[src/rtl/wbuf_pkg.sv]
package wbuf_pkg;
  typedef enum logic [1:0] {
    RD_CLEAR = 2'd0,
    RD_FWD   = 2'd1,
    RD_WAIT  = 2'd2
  } rd_res_e;
endpackage

[src/rtl/wbuf_ptrs.sv]
module wbuf_ptrs #(
  parameter int DEPTH = 4,
  parameter int PTR_W = $clog2(DEPTH),
  parameter int CNT_W = $clog2(DEPTH + 1)
) (
  input  logic             clk,
  input  logic             rst_n,
  input  logic             push,
  input  logic             pop,
  output logic [PTR_W-1:0] head,
  output logic [PTR_W-1:0] tail,
  output logic [CNT_W-1:0] count
);
  localparam logic [PTR_W-1:0] LAST = PTR_W'(DEPTH - 1);

  logic [PTR_W-1:0] head_n, tail_n;
  logic [CNT_W-1:0] count_n;

  always_comb begin
    head_n  = head;
    tail_n  = tail;
    count_n = count;
    if (pop)  head_n = (head == LAST) ? '0 : head + 1'b1;
    if (push) tail_n = (tail == LAST) ? '0 : tail + 1'b1;
    if (push && !pop)      count_n = count + 1'b1;
    else if (!push && pop) count_n = count - 1'b1;
  end

  always_ff @(posedge clk or negedge rst_n) begin
    if (!rst_n) begin
      head  <= '0;
      tail  <= '0;
      count <= '0;
    end else begin
      head  <= head_n;
      tail  <= tail_n;
      count <= count_n;
    end
  end

  assert_no_overflow_R7: assert property (@(posedge clk) disable iff (!rst_n)
    count <= CNT_W'(DEPTH));
  assert_push_has_room_R7: assert property (@(posedge clk) disable iff (!rst_n)
    push |-> count != CNT_W'(DEPTH));
  assert_pop_not_empty_R3: assert property (@(posedge clk) disable iff (!rst_n)
    pop |-> count != '0);
endmodule

[src/rtl/wbuf_entry.sv]
module wbuf_entry #(
  parameter int BLK_W  = 12,
  parameter int WORDS  = 4,
  parameter int BYTES  = 4,
  parameter int SLOT_W = $clog2(WORDS),
  parameter int DW     = BYTES * 8,
  parameter int LANES  = WORDS * BYTES
) (
  input  logic               clk,
  input  logic               rst_n,
  input  logic               alloc,
  input  logic               merge,
  input  logic               pop,
  input  logic [BLK_W-1:0]   in_blk,
  input  logic [SLOT_W-1:0]  in_slot,
  input  logic [DW-1:0]      in_data,
  input  logic [BYTES-1:0]   in_be,
  input  logic               in_io,
  input  logic [BLK_W-1:0]   rd_blk,
  input  logic [SLOT_W-1:0]  rd_slot,
  output logic [BLK_W-1:0]   q_blk,
  output logic [LANES*8-1:0] q_data,
  output logic [LANES-1:0]   q_mask,
  output logic               st_hit,
  output logic               rd_hit,
  output logic               rd_full,
  output logic [DW-1:0]      rd_word
);
  logic               vld_q, vld_n, io_q, io_n;
  logic [BLK_W-1:0]   blk_n;
  logic [LANES-1:0]   mask_n, lane_we;
  logic [LANES*8-1:0] data_n;
  logic               load_en;
  logic [BYTES-1:0]   slot_mask;

  assign load_en = alloc | merge;

  always_comb begin
    for (int l = 0; l < LANES; l++)
      lane_we[l] = (in_slot == SLOT_W'(l / BYTES)) && in_be[l % BYTES];
    vld_n  = vld_q;
    io_n   = io_q;
    blk_n  = q_blk;
    mask_n = q_mask;
    data_n = q_data;
    if (pop) vld_n = 1'b0;
    if (alloc) begin
      vld_n  = 1'b1;
      io_n   = in_io;
      blk_n  = in_blk;
      mask_n = lane_we;
    end else if (merge) begin
      mask_n = q_mask | lane_we;
    end
    for (int l = 0; l < LANES; l++) begin
      if (lane_we[l])  data_n[l*8 +: 8] = in_data[(l % BYTES)*8 +: 8];
      else if (alloc)  data_n[l*8 +: 8] = 8'h00;
    end
  end

  always_ff @(posedge clk or negedge rst_n) begin
    if (!rst_n) vld_q <= 1'b0;
    else        vld_q <= vld_n;
  end

  always_ff @(posedge clk) begin
    if (load_en) begin
      io_q   <= io_n;
      q_blk  <= blk_n;
      q_mask <= mask_n;
      q_data <= data_n;
    end
  end

  assign slot_mask = q_mask[int'(rd_slot)*BYTES +: BYTES];
  assign st_hit    = vld_q && !io_q && (q_blk == in_blk);
  assign rd_hit    = vld_q && (q_blk == rd_blk) && (|slot_mask);
  assign rd_full   = &slot_mask;
  assign rd_word   = q_data[int'(rd_slot)*DW +: DW];

  assert_io_no_merge_R6: assert property (@(posedge clk) disable iff (!rst_n)
    (vld_q && io_q && !alloc && !pop) |=> $stable(q_mask));
  assert_single_action_R4: assert property (@(posedge clk) disable iff (!rst_n)
    !(alloc && merge));
endmodule

[src/rtl/wbuf_top.sv]
module wbuf_top #(
  parameter int              ADDR_W  = 16,
  parameter int              DATA_W  = 32,
  parameter int              WORDS   = 4,
  parameter int              DEPTH   = 4,
  parameter logic [ADDR_W-1:0] IO_MASK = 16'hF000,
  parameter logic [ADDR_W-1:0] IO_BASE = 16'hF000
) (
  input  logic                      clk,
  input  logic                      rst_n,
  input  logic                      st_valid,
  input  logic [ADDR_W-1:0]         st_addr,
  input  logic [DATA_W-1:0]         st_data,
  input  logic [DATA_W/8-1:0]       st_be,
  output logic                      st_full,
  input  logic                      rd_valid,
  input  logic [ADDR_W-1:0]         rd_addr,
  output logic                      rd_fwd,
  output logic                      rd_wait,
  output logic [DATA_W-1:0]         rd_data,
  output logic                      mem_valid,
  input  logic                      mem_ready,
  output logic [ADDR_W-1:0]         mem_addr,
  output logic [WORDS*DATA_W-1:0]   mem_data,
  output logic [WORDS*DATA_W/8-1:0] mem_be
);
  import wbuf_pkg::*;

  localparam int BYTES  = DATA_W / 8;
  localparam int BYTE_W = $clog2(BYTES);
  localparam int SLOT_W = $clog2(WORDS);
  localparam int OFF_W  = BYTE_W + SLOT_W;
  localparam int BLK_W  = ADDR_W - OFF_W;
  localparam int LANES  = WORDS * BYTES;
  localparam int PTR_W  = $clog2(DEPTH);
  localparam int CNT_W  = $clog2(DEPTH + 1);

  logic [PTR_W-1:0]   head, tail, yidx;
  logic [CNT_W-1:0]   count;
  logic               st_io, do_merge, do_alloc, do_pop, rd_any;
  logic [DEPTH-1:0]   st_hit, mhit, rd_hit, rd_full;
  logic [BLK_W-1:0]   e_blk  [DEPTH];
  logic [LANES*8-1:0] e_data [DEPTH];
  logic [LANES-1:0]   e_mask [DEPTH];
  logic [DATA_W-1:0]  e_word [DEPTH];
  rd_res_e            rd_res;

  assign st_io     = (st_addr & IO_MASK) == IO_BASE;
  assign mem_valid = (count != '0);
  assign do_pop    = mem_valid && mem_ready;
  assign do_merge  = st_valid && (|mhit);
  assign do_alloc  = st_valid && !(|mhit) && (count != CNT_W'(DEPTH));
  assign st_full   = st_valid && !(|mhit) && (count == CNT_W'(DEPTH));

  wbuf_ptrs #(.DEPTH(DEPTH), .PTR_W(PTR_W), .CNT_W(CNT_W)) u_ptrs (
    .clk(clk), .rst_n(rst_n), .push(do_alloc), .pop(do_pop),
    .head(head), .tail(tail), .count(count));

  for (genvar g = 0; g < DEPTH; g++) begin : g_ent
    assign mhit[g] = st_hit[g] && !st_io && (head != PTR_W'(g));
    wbuf_entry #(.BLK_W(BLK_W), .WORDS(WORDS), .BYTES(BYTES), .SLOT_W(SLOT_W)) u_ent (
      .clk(clk), .rst_n(rst_n),
      .alloc(do_alloc && (tail == PTR_W'(g))),
      .merge(do_merge && mhit[g]),
      .pop(do_pop && (head == PTR_W'(g))),
      .in_blk(st_addr[ADDR_W-1:OFF_W]), .in_slot(st_addr[OFF_W-1:BYTE_W]),
      .in_data(st_data), .in_be(st_be), .in_io(st_io),
      .rd_blk(rd_addr[ADDR_W-1:OFF_W]), .rd_slot(rd_addr[OFF_W-1:BYTE_W]),
      .q_blk(e_blk[g]), .q_data(e_data[g]), .q_mask(e_mask[g]),
      .st_hit(st_hit[g]), .rd_hit(rd_hit[g]), .rd_full(rd_full[g]),
      .rd_word(e_word[g]));
  end

  // newest entry holding any byte of the read word, scanned oldest to newest
  always_comb begin
    int i;
    rd_any = 1'b0;
    yidx   = '0;
    for (int k = 0; k < DEPTH; k++) begin
      i = int'(head) + k;
      if (i >= DEPTH) i = i - DEPTH;
      if (rd_hit[i]) begin
        rd_any = 1'b1;
        yidx   = PTR_W'(i);
      end
    end
    if (!rd_valid || !rd_any) rd_res = RD_CLEAR;
    else if (rd_full[yidx])   rd_res = RD_FWD;
    else                      rd_res = RD_WAIT;
  end

  assign rd_fwd   = (rd_res == RD_FWD);
  assign rd_wait  = (rd_res == RD_WAIT);
  assign rd_data  = rd_fwd ? e_word[yidx] : '0;
  assign mem_addr = {e_blk[head], {OFF_W{1'b0}}};
  assign mem_data = e_data[head];
  assign mem_be   = e_mask[head];

  assert_head_stable_R5: assert property (@(posedge clk) disable iff (!rst_n)
    (mem_valid && !mem_ready) |=> (mem_valid && $stable(mem_addr) &&
                                   $stable(mem_data) && $stable(mem_be)));
  assert_one_merge_target_R4: assert property (@(posedge clk) disable iff (!rst_n)
    $onehot0(mhit));
  assert_rd_exclusive_R10: assert property (@(posedge clk) disable iff (!rst_n)
    !(rd_fwd && rd_wait));
  assert_store_legal_R2: assert property (@(posedge clk) disable iff (!rst_n)
    st_valid |-> (st_be != '0) && (st_addr[BYTE_W-1:0] == '0));
  assert_read_aligned_R8: assert property (@(posedge clk) disable iff (!rst_n)
    rd_valid |-> (rd_addr[BYTE_W-1:0] == '0));
endmodule

[config.mk]
export PLATFORM = sky130hd
export DESIGN_NAME = wbuf_top
export DESIGN_NICKNAME = d
export VERILOG_FILES = /design/src/rtl/wbuf_pkg.sv /design/src/rtl/wbuf_ptrs.sv /design/src/rtl/wbuf_entry.sv /design/src/rtl/wbuf_top.sv
export SDC_FILE = /design/constraint.sdc
export NUM_CORES = 1
export LEC_CHECK = 0
export BUFFER_PORTS_ARGS = -buffer_cell sky130_fd_sc_hd__buf_2
export CAP_MARGIN = 20
export CORE_UTILIZATION = 30
export CTS_CLUSTER_SIZE = 8
export DETAILED_ROUTE_END_ITERATION = 12
export PLACE_DENSITY = 0.55
export SYNTH_ARGS = -nofsm -noshare
export SYNTH_HDL_FRONTEND = slang
export SYNTH_SLANG_ARGS = --single-unit
[constraint.sdc]
create_clock -name clk -period 4.83 [get_ports clk]
set_clock_uncertainty 0.15 [all_clocks]
set_input_delay 0.2415 -clock clk [delete_from_list [all_inputs] [get_ports clk]]
set_output_delay 0.2415 -clock clk [all_outputs]
set_load 0.05 [all_outputs]
-- Word level (Yosys, flattened, before mapping)
Index checks and enable logic that the tools add are counted.
- flip-flop bits (word level): 639
- input bits: 73
- output and inout bits: 196
- word-level logic and storage cells: 506
- add/subtract/negate cells: 11
- order comparisons: 11
- eq/ne operators: 25
- shift operators: 8
- multiplexer cells: 129
- bitwise gates (word level): 10
- reductions and logical operators: 229
- operators with widths (operator ; number):
    two-way mux 8 bit ; 68
    variable part select 128 x 8 -> 32 bit ; 4
    binary-select mux 128 bit (select 2 bit) ; 1
    two-way mux 128 bit ; 2
    two-way mux 32 bit ; 7
    two-way mux 16 bit ; 10
    nonzero test 2 bit ; 74
    AND reduction 2 bit ; 72
    < comparator 32 x 4 -> 1 bit (second input constant) ; 4
    equality test 12 bit ; 8
    binary-select mux 32 bit (select 2 bit) ; 1
    OR 16 bit ; 4
    variable part select 16 x 5 -> 4 bit ; 4
    logical AND 1 bit ; 59
    binary-select mux 16 bit (select 2 bit) ; 1
    binary-select mux 12 bit (select 2 bit) ; 1
    two-way mux 12 bit ; 2
    two-way mux 1 bit ; 21
    OR reduction 4 bit ; 5
    two-way mux 2 bit ; 8
    AND reduction 4 bit ; 4
    greater-or-equal comparator 3 bit (second input constant) ; 5
    equality test 2 bit (second input constant) ; 7
    subtractor 3 x 3 -> 4 bit (second input constant) ; 3
    other kinds (22) ; 48

-- Longest topological paths before layout
- depth after elaboration: 16
- depth in mapped cells: 15
- depth with buffers taken out: 14

-- Modules after synthesis
Synthesis repeated with hierarchy kept, for this count alone.
- cell total of the unflattened synthesis: 2575
- area total of the unflattened synthesis: 36452.5 um2
- by module, submodules not included (module ; instances ; cells each ; area each (um2)):
    wbuf_entry ; 4 ; 464 ; 7136.8
    wbuf_top ; 1 ; 695 ; 7571.0
    wbuf_ptrs ; 1 ; 24 ; 334.1

-- Worst setup path after synthesis
Ideal clock, no wire load.
- path type: in2out
- from: input rd_addr[2]
- to: output rd_wait
- data arrival time: 3.702 ns
- path slack: 0.736 ns
- stages on the path: 11
- path buffers: 3
- cells stage by stage: buf_6 > mux4_2 > or4_1 > buf_2 > and3_4 > or2_4 > o22ai_4 > o21ai_2 > clkbuf_1 > nand3b_1 > a21boi_0
- cells in the longest elaborated chain, start to end: 15
- elaborated cells on any way between the ends: 43
- ends and longest elaborated chain (what ; RTL line ; source):
    start, declared ; wbuf_top.sv:17 ; input logic [ADDR_W-1:0] rd_addr,
    variable part select 16 x 5 -> 4 bit ; wbuf_entry.sv:75 ; assign slot_mask = q_mask[int'(rd_slot)*BYTES +: BYTES];
    OR reduction 4 bit ; wbuf_entry.sv:77 ; assign rd_hit = vld_q && (q_blk == rd_blk) && (|slot_mask);
    logical AND 1 bit ; wbuf_entry.sv:77 ;
    binary-select mux 1 bit (select 2 bit) ; wbuf_top.sv:82 ; if (rd_hit[i]) begin
    two-way mux 1 bit (implied by the code) (2 in a row) ; wbuf_top.sv:82 ;
    two-way mux 2 bit (4 in a row) ; wbuf_top.sv:82 ;
    binary-select mux 1 bit (select 2 bit) ; wbuf_top.sv:88 ; else if (rd_full[yidx]) rd_res = RD_FWD;
    two-way mux 1 bit (implied by the code) ; wbuf_top.sv:88 ;
    two-way mux 2 bit ; wbuf_top.sv:88 ;
    two-way mux 2 bit * ; wbuf_top.sv:87 ; if (!rd_valid || !rd_any) rd_res = RD_CLEAR;
    equality test 2 bit * ; wbuf_top.sv:93 ; assign rd_wait = (rd_res == RD_WAIT);
    end, declared ; wbuf_top.sv:19 ; output logic rd_wait,
Mark *: on every way between the ends. The rest lies on a longest branch, timed or not. The select of a mux whose other input is x is not followed.

-- Worst setup path after layout
- from: register g_ent[1].u_ent.q_mask[6]
- to: output rd_data[30]
- cells in the longest elaborated chain, start to end: 16
- elaborated cells on any way between the ends: 36
- ends and longest elaborated chain (what ; RTL line ; source):
    start, declared ; wbuf_entry.sv:23 ; output logic [LANES-1:0] q_mask,
    start signal, assigned ; wbuf_entry.sv:70 ; q_mask <= mask_n;
    variable part select 16 x 5 -> 4 bit * ; wbuf_entry.sv:75 ;
    OR reduction 4 bit ; wbuf_entry.sv:77 ;
    logical AND 1 bit ; wbuf_entry.sv:77 ;
    binary-select mux 1 bit (select 2 bit) ; wbuf_top.sv:82 ;
    two-way mux 1 bit (implied by the code) (2 in a row) ; wbuf_top.sv:82 ;
    two-way mux 2 bit (4 in a row) ; wbuf_top.sv:82 ;
    binary-select mux 1 bit (select 2 bit) ; wbuf_top.sv:88 ;
    two-way mux 1 bit (implied by the code) ; wbuf_top.sv:88 ;
    two-way mux 2 bit ; wbuf_top.sv:88 ;
    two-way mux 2 bit ; wbuf_top.sv:87 ;
    equality test 2 x 1 -> 1 bit ; wbuf_top.sv:92 ; assign rd_fwd = (rd_res == RD_FWD);
    two-way mux 32 bit * ; wbuf_top.sv:94 ; assign rd_data = rd_fwd ? e_word[yidx] : '0;
    end, declared ; wbuf_top.sv:20 ; output logic [DATA_W-1:0] rd_data,
Marks and branches as above.

==> impl_metrics.yaml <==
synthesis:
  synth_cells: 1947
  syn-cell-area_mm2: 0.03162
  synth_ff_type: "edfxtp_1"
  ys.warnings.count: 0
  synth_fa_ha_area_frac: 0.004195
  syn_area_per_cell_um2: 16.24
  synth-simple-area-share: 0.08362
  synth_edf_count: 628
  synth-compound-area-share: 0.03447
  muxShareOfSynthArea: 0.2144
  synth-xor-area-share: 0.02770
  synth_top_family_by_area: "multiplexers"
  ys_async_sr_fraction: 0.01721
  ys_seq_area_frac: 0.6052
  synth-seq-cells: 639
  synth_cell_types: 53
floorplan:
  row_count: 118
  die_area_mm2: 0.1067
  ios: 269
  die_h_um: 326.6
  initial_core_util: 0.3042
  core-area_mm2: 0.1039
  die_w_um: 326.6
critical_path:
  worstPathArrival_ns: 4.33
  ff2ff_path_depth: 11
  worstSetupPathType: "reg2out"
  endpoint_kind: "primary output"
  crit_required_ns: 4.44
  cp-start-kind: "flip-flop"
  crit_fanout: 32
timing:
  tightest_slew_ns: 1.171
  slew_viol_final: 0
  relSlewSlack: 0.2195
  period_share: 0.9784
  min_period_ns: 4.726
  timing.hold.ws_ns: 0.1171
  setup_viol: 0
  clock.fmax_ghz: 0.2116
  hold_viol_final: 0
  fin_ws_ns: 0.1045
route:
  finalWirelength_um: 111000
  vias: 20750
  drc_errors: 0
  vias_per_cell: 5.588
  drt_iter0_drc: 2654
  detail-route-antenna-nets: 0
  first_pass_iters: 7
  wl_per_cell_um: 29.89
clock_network:
  cts_num_sinks: 639
  clock_latency_ns: 0.65
  cts_root_buf: "clkbuf_16"
  clock_path_buffers: 3
  path_clk_slew_ns: 0.05
  cts_tree: "built"
  cts_made_buffers: 91
  htree_levels: 3
final_layout:
  final_cell_mix: "edfxtp_1 (628), mux4_2 (300), buf_2 (242), nand2_1 (180), and3_1 (169)"
  utilization: 0.3687
  seq_area_mm2: 0.01914
  final_common_cell: "edfxtp_1"
  finalNonFillerCells: 3713
  nets: 2397
  drive_gt1_frac: 0.3503
  multi_input_comb_area_mm2: 0.01166
  area_growth_pct: 21.22
  fillers: 9768
run_status:
  status: "complete, no violations"
placed_design:
  port_buffers: 260
  pre_cts_ws_ns: 0.4191
  hpwlAfterDp_um: 72230
  routabilityCongestion: 0.8889
  dp.cells: 3539
hold_path:
  hold-path-cell-count: 6
  hold_path_class: "in2reg"
global_routing:
  grt_pass1_vias: 21270
  antenna_found_initial: 18
  gr-total-overflow: 0
  grt_util_all_layers: 0.2052
  grt_max_degree: 159
  grt_pass1_wl_um: 157400
power:
  powerDensity_mw_per_mm2: 633.4
  leakage_nw: 13.71
  p_total_mw: 24.27
  vdd_drop_max_mv: 0.4487
run:
  max-cap-violations: 0
## what timing repair did
action	CTS	global route
setup buffers	1	13
cloned	1	0
gates resized for setup	10	7
hold buffers	47	0
setup endpoints to repair	31	33
pin swaps	1	1
endpoints found under the hold margin	576	0
## per-stage QoR
step | TNS (ns) | cell area [um^2]
6_report | 0 | 38330
5_1_grt | -0.005356 | 38320
4_1_cts | 0 | 38200
3_5_place_dp | 0 | 35180
3_3_place_gp | 0 | 35180
2_1_floorplan | 0 | 31630
## power by group
group	leakage, nW	switching, mW	internal (mW)
combinational	6.76	7.20	3.18
clock	1.20	2.31	3.37
sequential	5.75	0.681	7.53
## final cells by class
type,instances,area share
multi-input combinational,1076,0.3042
clock inverter,10,0.003493
antenna,1,0.00006529
clock buffer,101,0.06066
tap,1380,0.04505
timing repair buffer,429,0.07940
inverter,77,0.007737
sequential,639,0.4994
## cell usage after synthesis (all sizes together) (3+ instances only)
| cell | instances | share of area |
|---|---|---|
| edfxtp | 628 | 0.60 |
| mux4 | 300 | 0.21 |
| nand2 | 180 | 0.021 |
| and3 | 171 | 0.034 |
| clkbuf | 108 | 0.013 |
| inv | 77 | 0.0091 |
| xnor2 | 76 | 0.021 |
| o21ai | 75 | 0.012 |
| buf | 50 | 0.0083 |
| and2 | 37 | 0.0074 |
| o22ai | 34 | 0.0072 |
| a221o | 32 | 0.010 |
| nand4 | 28 | 0.0057 |
| xor2 | 24 | 0.0066 |
| nor4 | 22 | 0.0047 |
| nand3 | 20 | 0.0032 |
| nor2 | 15 | 0.0018 |
| dfrtp | 11 | 0.0087 |
| ha | 9 | 0.0036 |
| a21oi | 6 | 0.00095 |
| nor3 | 5 | 0.00079 |
| or3 | 5 | 0.00099 |
| and4 | 4 | 0.0011 |
| or4 | 4 | 0.00095 |
| a21boi | 3 | 0.00071 |
| a22oi | 3 | 0.00071 |
| or2 | 3 | 0.00067 |
## final timing paths
path | startpoint | end | slack [ns]
worst min-delay path | st_valid | u_ptrs.tail[1]$_DFFE_PN0P_ | 0.12
worst min register to register | u_ptrs.count[2]$_DFFE_PN0P_ | u_ptrs.count[2]$_DFFE_PN0P_ | 0.36
worst max register to register | u_ptrs.head[0]$_DFFE_PN0P_ | g_ent[0].u_ent.q_mask[12]$_DFFE_PP_ | 0.70
max in group asynchronous | rst_n | u_ptrs.head[1]$_DFFE_PN0P_ | 3.62
min in group asynchronous | rst_n | u_ptrs.count[2]$_DFFE_PN0P_ | 0.51
worst max-delay path | g_ent[1].u_ent.q_mask[6]$_DFFE_PP_ | rd_data[30] | 0.10
## cell families (layout without fill, tap and decap cells)
group                      count (synthesis)  after routing
DFF                                      639            639
and+or+nand+nor                          498            498
muxes                                    302            302
buffers and inverters                    235            617
AOI/OAI and AO/OA                        162            162
xor gates and xnor gates                 100            100
adders and majority gates                 10             10
other                                      1              5
## worst max-delay path, stage by stage, from the launching register on
cell	delay (ns)
edfxtp_1	0.42
mux4_2	0.52
nor4_2	0.55
inv_2	0.11
and2_1	0.20
nor3_1	0.18
a2bb2oi_1	0.40
nor2_1	0.19
nor2_4	0.16
buf_12	0.31
a221o_1	0.43
buf_12	0.19
## sequential cells by signal (all words and copies together) (netlist names)
signal	flops
g_ent.u_ent.q_data	512
g_ent.u_ent.q_mask	64
u_ptrs.tail	2
u_ptrs.count	3
g_ent.u_ent.vld_q	4
g_ent.u_ent.q_blk	48
g_ent.u_ent.io_q	4
u_ptrs.head	2
## per-layer routing
metal / GRT usage / up-vias / share of wire
met3: 0.05574 / 211 / 0.10
li1: - / 8555 / -
met4: 0.06278 / 16 / 0.030
met1: 0.2701 / 10720 / 0.39
met2: 0.3297 / 1247 / 0.48
met5: 0 / - / 0.00096
No activity file was read; power rests on OpenSTA's default activity.
